### src/rtl/lbc_pkg.sv
package lbc_pkg;

  typedef enum logic [1:0] {
    DRV_OFF = 2'd0,
    DRV_UP  = 2'd1,
    DRV_DN  = 2'd2
  } drive_e;

  // Window test on a down counter: near zero (before/at terminal) or just
  // after the reload to ratio-1. Written without subtraction.
  function automatic logic win_open_f(input int unsigned cnt,
                                      input int unsigned ratio,
                                      input int unsigned half);
    return (cnt <= half) || ((cnt + half) >= (ratio + 1));
  endfunction

  // Only one active direction requests a drive.
  function automatic drive_e drive_sel_f(input logic up, input logic dn);
    if (up && !dn) return DRV_UP;
    if (dn && !up) return DRV_DN;
    return DRV_OFF;
  endfunction

endpackage

### src/rtl/lbc_window.sv
module lbc_window #(
  parameter int CNT_W   = 18,
  parameter int WIN_LEN = 62
) (
  input  logic [CNT_W-1:0] fb_count,
  input  logic [CNT_W-1:0] fb_ratio,
  output logic             win_open
);
  localparam int HALF = WIN_LEN / 2;

  assign win_open = lbc_pkg::win_open_f(32'(fb_count), 32'(fb_ratio), HALF);
endmodule

### src/rtl/lbc_pulse_judge.sv
module lbc_pulse_judge (
  input  logic clk,
  input  logic rst_n,
  input  logic enable,
  input  logic corr_up,
  input  logic corr_dn,
  input  logic win_open,
  output logic hit
);
  logic active;
  logic act_q;
  logic ok_q;

  assign active = corr_up | corr_dn;

  always_ff @(posedge clk or negedge rst_n) begin
    if (!rst_n) begin
      act_q <= 1'b0;
      ok_q  <= 1'b0;
    end else if (!enable) begin
      act_q <= 1'b0;
      ok_q  <= 1'b0;
    end else begin
      act_q <= active;
      if (active) ok_q <= act_q ? (ok_q & win_open) : win_open;
    end
  end

  // Pulse just ended and every cycle of it lay inside the window.
  assign hit = enable & act_q & ~active & ok_q;
endmodule

### src/rtl/lbc_arm.sv
module lbc_arm (
  input  logic clk,
  input  logic rst_n,
  input  logic opr,
  input  logic hit,
  output logic armed,
  output logic opr_rise
);
  logic opr_q;

  assign opr_rise = opr & ~opr_q;

  always_ff @(posedge clk or negedge rst_n) begin
    if (!rst_n) begin
      opr_q <= 1'b0;
      armed <= 1'b0;
    end else begin
      opr_q <= opr;
      if (!opr)          armed <= 1'b0;
      else if (opr_rise) armed <= 1'b1;
      else if (hit)      armed <= 1'b0;
    end
  end
endmodule

### src/rtl/lbc_boost_ctrl.sv
module lbc_boost_ctrl #(
  parameter int CNT_W   = 18,
  parameter int WIN_LEN = 62
) (
  input  logic             clk,
  input  logic             rst_n,
  input  logic             opr,
  input  logic [CNT_W-1:0] fb_count,
  input  logic [CNT_W-1:0] fb_ratio,
  input  logic             corr_up,
  input  logic             corr_dn,
  output logic             db_en,
  output logic             db_lvl
);
  import lbc_pkg::*;

  logic   win_open;
  logic   hit;
  logic   armed;
  logic   opr_rise;
  drive_e drv;

  lbc_window #(.CNT_W(CNT_W), .WIN_LEN(WIN_LEN)) u_win (
    .fb_count (fb_count),
    .fb_ratio (fb_ratio),
    .win_open (win_open)
  );

  lbc_pulse_judge u_judge (
    .clk      (clk),
    .rst_n    (rst_n),
    .enable   (opr),
    .corr_up  (corr_up),
    .corr_dn  (corr_dn),
    .win_open (win_open),
    .hit      (hit)
  );

  lbc_arm u_arm (
    .clk      (clk),
    .rst_n    (rst_n),
    .opr      (opr),
    .hit      (hit),
    .armed    (armed),
    .opr_rise (opr_rise)
  );

  assign drv    = drive_sel_f(corr_up, corr_dn);
  assign db_en  = armed & opr & (drv != DRV_OFF);
  assign db_lvl = db_en & (drv == DRV_UP);
endmodule

### config.mk
export PLATFORM = sky130hd
export DESIGN_NAME = lbc_boost_ctrl
export DESIGN_NICKNAME = d
export VERILOG_FILES = /design/src/rtl/lbc_pkg.sv /design/src/rtl/lbc_window.sv /design/src/rtl/lbc_pulse_judge.sv /design/src/rtl/lbc_arm.sv /design/src/rtl/lbc_boost_ctrl.sv
export SDC_FILE = /design/constraint.sdc
export NUM_CORES = 1
export LEC_CHECK = 0
export ABC_AREA = 1
export BUFFER_PORTS_ARGS = -buffer_cell sky130_fd_sc_hd__buf_2
export CAP_MARGIN = 20
export CORE_MARGIN = 5
export CORE_UTILIZATION = 40
export DETAILED_ROUTE_END_ITERATION = 8
export PLACE_DENSITY = 0.79
export SKIP_LAST_GASP = 1
export SLEW_MARGIN = 25
export SYNTH_ARGS = -nofsm -noshare
export SYNTH_HDL_FRONTEND = slang
export SYNTH_SLANG_ARGS = --single-unit
export TNS_END_PERCENT = 10
### constraint.sdc
create_clock -name clk -period 0.8 [get_ports clk]
set_input_delay 0.16 -clock clk [delete_from_list [all_inputs] [get_ports clk]]
set_output_delay 0.16 -clock clk [all_outputs]
set_load 0.03 [all_outputs]
### Word-level counts from Yosys, hierarchy flattened

Index checks and enable logic that the tools add are counted.

* add/subtract/negate cells: 2
* $lt $le $gt $ge: 2
* equal/unequal tests: 3
* muxes and demuxes: 14
* bitwise operators: 11
* reductions and logical operators: 6

Operators with widths (number)
* $ge A32 B32 Y1: 1
* $add A18 B1 Y19 const B: 1
* $add A18 B5 Y19 const B: 1
* $le A18 B5 Y1 const B: 1
* $mux W1: 10
* $and A1 B1 Y1: 8
* $mux W2: 4
* $ne A3 B1 Y1 const B: 1
* $eq A2 B1 Y1 const B: 1
* $logic_and A1 B1 Y1: 2
* $logic_not A1 Y1: 2
* $ne A2 B1 Y1 const B: 1
* $not A1 Y1: 2
* $reduce_bool A2 Y1: 1
* $logic_or A1 B1 Y1: 1
* $or A1 B1 Y1: 1

* register bits: 4
* input port bits: 41
* word-level logic and storage cells: 42

### Logic depth before layout (Yosys ltp)

* word-level depth: 9
* mapped depth: 21
* mapped depth without buffers: 21

### Modules after synthesis

From an unflattened synthesis, not the netlist that was laid out.

* cell total of the unflattened synthesis: 261
* area, all modules: 1525.2 um^2

Modules (own cells, without submodules)
* lbc_window: times used 1, cells an instance 234, area each 1321.3 um^2, sequential area each 0.0 um^2
* lbc_pulse_judge: times used 1, cells an instance 13, area each 98.8 um^2, sequential area each 50.0 um^2
* lbc_arm: times used 1, cells an instance 8, area each 73.8 um^2, sequential area each 50.0 um^2
* lbc_boost_ctrl: times used 1, cells an instance 6, area each 31.3 um^2, sequential area each 0.0 um^2

### Worst setup path after synthesis

No wires, ideal clock.

* path kind: input port to flip-flop
* from: input port fb_count[0]
* to: register u_judge.ok_q
* arrival time: 2.057 ns
* data required time: 0.683 ns
* path slack: -1.375 ns
* stages on the path: 20
* buffers on the path: 0
* path through: inv_1 ha_1 a31oi_2 nand2_1 nor2_2 nand2_1 nor2_2 nand2_1 xnor2_1 ha_1 nand2_1 inv_1 o21ai_0 nand2_1 nor2_1 nand2_1 nand2_1 nand4_1 nand2_1 nand2_1

* longest elaborated chain between the ends: 7
* elaborated cells between the ends (all ways): 8
* those cells by class: add/sub: 1; order compare: 2; mux: 3; bitwise: 1; reduce/logical: 1

Ends and longest elaborated chain
* start: declaration: line lbc_boost_ctrl.sv:8 `input logic [CNT_W-1:0] fb_count,`
* $add A18 B5 Y19: line lbc_pkg.sv:14 `return (cnt <= half) || ((cnt + half) >= (ratio + 1));`
* $ge A32 B32 Y1: line lbc_pkg.sv:14
* $logic_or A1 B1 Y1 (*): line lbc_pkg.sv:14
* $and A1 B1 Y1: line lbc_pulse_judge.sv:25 `if (active) ok_q <= act_q ? (ok_q & win_open) : win_open;`
* $mux W1 (*) (2 in series): line lbc_pulse_judge.sv:25
* $mux W1 (*): line lbc_pulse_judge.sv:20 `end else if (!enable) begin`
* end signal: assignment: line lbc_pulse_judge.sv:25
* end: declaration: line lbc_pulse_judge.sv:12 `logic ok_q;`

Mark *: on every way between the ends. The rest lies on a longest branch, timed or not. The select of a mux whose other input is x is not followed.
A chain may end at the register's enable or synchronous reset.

### Final worst setup path

Ends and elaborated chain as after synthesis.

==> metrics.yaml <==
status: "finished, violations left"
violations: "setup timing"
firstDrtPassIters: 4
clk_latency_ps: 240
r2r_slack_ps: -80
synth_area_leader_cell: "ha_1"
postSynthNetCount: 277
slew_violations: 0
fin_util_pct: 67.5
setup_ws_ps: -1320
fillerInstances: 312
dieArea_um2: 4810
die_w_um: 69.3
critical_path.max_fanout: 2
cp.arrival_ps: 2240
fmaxAchievable_ghz: 0.472
io_pins: 43
leakage_uw: 0.00129
synth_edf_count: 0
power_switching_uw: 590
ys_warn_count: 0
path_class: "primary input to flip-flop"
synth_area_leaders: "ha_1 (20%), nand2_1 (11%), xor2_1 (11%)"
seq_power_share_pct: 15.3
synthArstFlopShare_pct: 100
combinationalPowerShare_pct: 66.8
die_y_um: 69.3
numCtsBuffers: 3
cap_violations: 0
cts_tree: "built"
grt_pass1_vias: 1753
clock-sinks: 4
synth_area_um2: 1410
setup_violations: 4
nets: 384
vdd_drop_max_mv: 0.318
rows: 21
cts_htree_levels: 1
clk_pin_slew_worst_paths_ps: 40
worst_setup_path_start_kind: "primary input"
start_util_pct: 41.9
track_usage_pct: 15.8
cp-end-kind: "flip-flop"
placed_cells: 356
relSlewSlack_pct: 79.5
gp_congestion: 0.809
cts_buffer_depth: 2
yosysSeqAreaShare_pct: 7.11
initialDrtViolationCount: 47
drive_above_1_share_pct: 45.0
port_buffers: 42
required_ps: 930
yosysUniqueCellTypes: 29
synth-seq-cells: 4
dp_hpwl_um: 3270
grt_start_max_net_pins: 6
fin_crit_ps: 2120
p_int_uw: 864
fin_cells: 364
pwr-share-clk_pct: 17.8
clock-root-buffer: "clkbuf_4"
switching_share_pct: 40.6
hold_path_class: "primary input to flip-flop"
diodes: 0
synth_top_area_share_pct: 20.4
postSynthAreaPerCell_um2: 6.61
vias_per_cell: 4.70
grt_pass1_wl_um: 6670
p_per_area_nw_per_um2: 640
fin_crit_sh_pct: 265
syn_to_final_growth_pct: 61.3
drcViolationCount: 0
rsz0062_at_grt: "true"
core-area_um2: 3360
skew_ps: 6.05
dr_total_vias: 1710
grt_overflow_total: 0
syn_inst: 213
finalHoldViolCount: 0
synth_ff_type: "dfrtp_1"
worst_pin_slew_ps: 305
detail-route-antenna-nets: 0
wl_per_cell_um: 10.9
antenna_found_initial: 0
wl_um: 3960
==> final timing paths <==
| check | end | startpoint | cells past startpoint |
|---|---|---|---|
| max in group asynchronous | u_arm.opr_q | rst_n | 2 |
| worst min-delay path | u_arm.opr_q | opr | 1 |
| worst min register to register | u_arm.armed | u_arm.opr_q | 1 |
| worst max register to register | u_arm.armed | u_judge.ok_q | 3 |
| worst max-delay path | u_judge.ok_q | fb_count[0] | 21 |
| min in group asynchronous | u_judge.act_q | rst_n | 2 |
==> cells by family (layout without fill, tap and decap cells) <==
group,count (synthesis),count (layout),synth area share [%]
and+or+nand+nor,101,101,37.2
buffers and inverters,41,146,10.9
xor gates and xnor gates,29,29,18.0
adders and majority gates,23,23,20.4
DFF,4,4,7.11
AOI/OAI and AO/OA,15,15,6.31
==> repair_timing <==
action | CTS | global route
buffers inserted | 3 | 1
cloned | 0 | 0
pin swaps | 10 | 8
endpoints found under the setup margin | 4 | 4
gates resized for setup | 8 | 12
hold endpoints to repair | 4 | 0
hold buffers | 1 | 0
==> cell usage in the layout, fill, tap and decap left out, drive strengths merged <==
cell / instances
a21o: 1
a21oi: 7
a31oi: 1
and3: 2
buf: 101
clkbuf: 3
dfrtp: 4
dlygate4sd3: 1
ha: 23
inv: 41
nand2: 45
nand3: 13
nand3b: 1
nand4: 5
nor2: 27
nor3: 4
nor4: 3
o21a: 1
o21ai: 4
o22ai: 1
or2: 1
xnor2: 12
xor2: 17
==> Yosys cell counts, types with 3 or more instances <==
cell type and number:
nor2_1 19, xor2_1 17, nand3_2 3, nand4_1 3, a21oi_1 7, nand2_1 43
nor2_2 6, xnor2_1 12, nand3_1 10, nor4_1 3, inv_2 5, dfrtp_1 4
inv_1 36, ha_1 23
==> worst max-delay path, stage by stage <==
cell and delay (ps):
buf_4 110, inv_6 30, ha_4 150, a31oi_4 170, nand2_2 100, nor2_4 120
nand2_2 80, buf_4 140, nor3_2 120, xor2_1 90, ha_1 200, nand2_1 70
inv_1 60, o21ai_2 150, nand2_1 70, nor2_1 100, nand2_1 60, nand2_1 50
nand4_1 70, nand2_1 70, nand2_1 50
==> final cells by class <==
class	count	area [um^2]	area share, %
multi-input cells	168	1250	54.9
repair buffers	102	672	29.6
inverters	41	171	7.55
flip-flops and latches	4	100	4.41
well taps	46	57.6	2.53
clock buffers	3	22.5	0.992
==> layer usage <==
metal  GRT usage (%)  vias to the layer above  wire, um
met5               0                        -         0
met4            4.56                        0        55
met3            2.17                        6       164
met2            32.1                       42      2230
met1            16.3                      773      1510
li1                -                      889         -
==> registers in the layout, indices dropped and copies added (netlist names) <==
signal	flops
u_arm.armed	1
u_arm.opr_q	1
u_judge.act_q	1
u_judge.ok_q	1
==> power groups by stage <==
stage / Sequential (uW) / Combinational, uW / Clock (uW)
final: 223 / 972 / 259
after global routing: 224 / 1090 / 272
after CTS: 223 / 934 / 260
after detailed placement: 225 / 906 / 0
after global placement: 225 / 863 / 0
after floorplan: 223 / 451 / 0
==> per-stage QoR <==
step	worst slack [ps]	TNS (ps)	hold slack [ps]	instance area, um^2	total power (uW)
after floorplan	-1250	-1380	-136	1450	674
after global placement	-1480	-1930	-31.9	2130	1090
after detailed placement	-1640	-2170	-33.2	2130	1130
final	-1320	-2070	80.8	2270	1450
after CTS	-1230	-2000	75.5	2210	1420
after global routing	-1450	-2330	80.9	2270	1590
(Power assumes the default switching activity.)
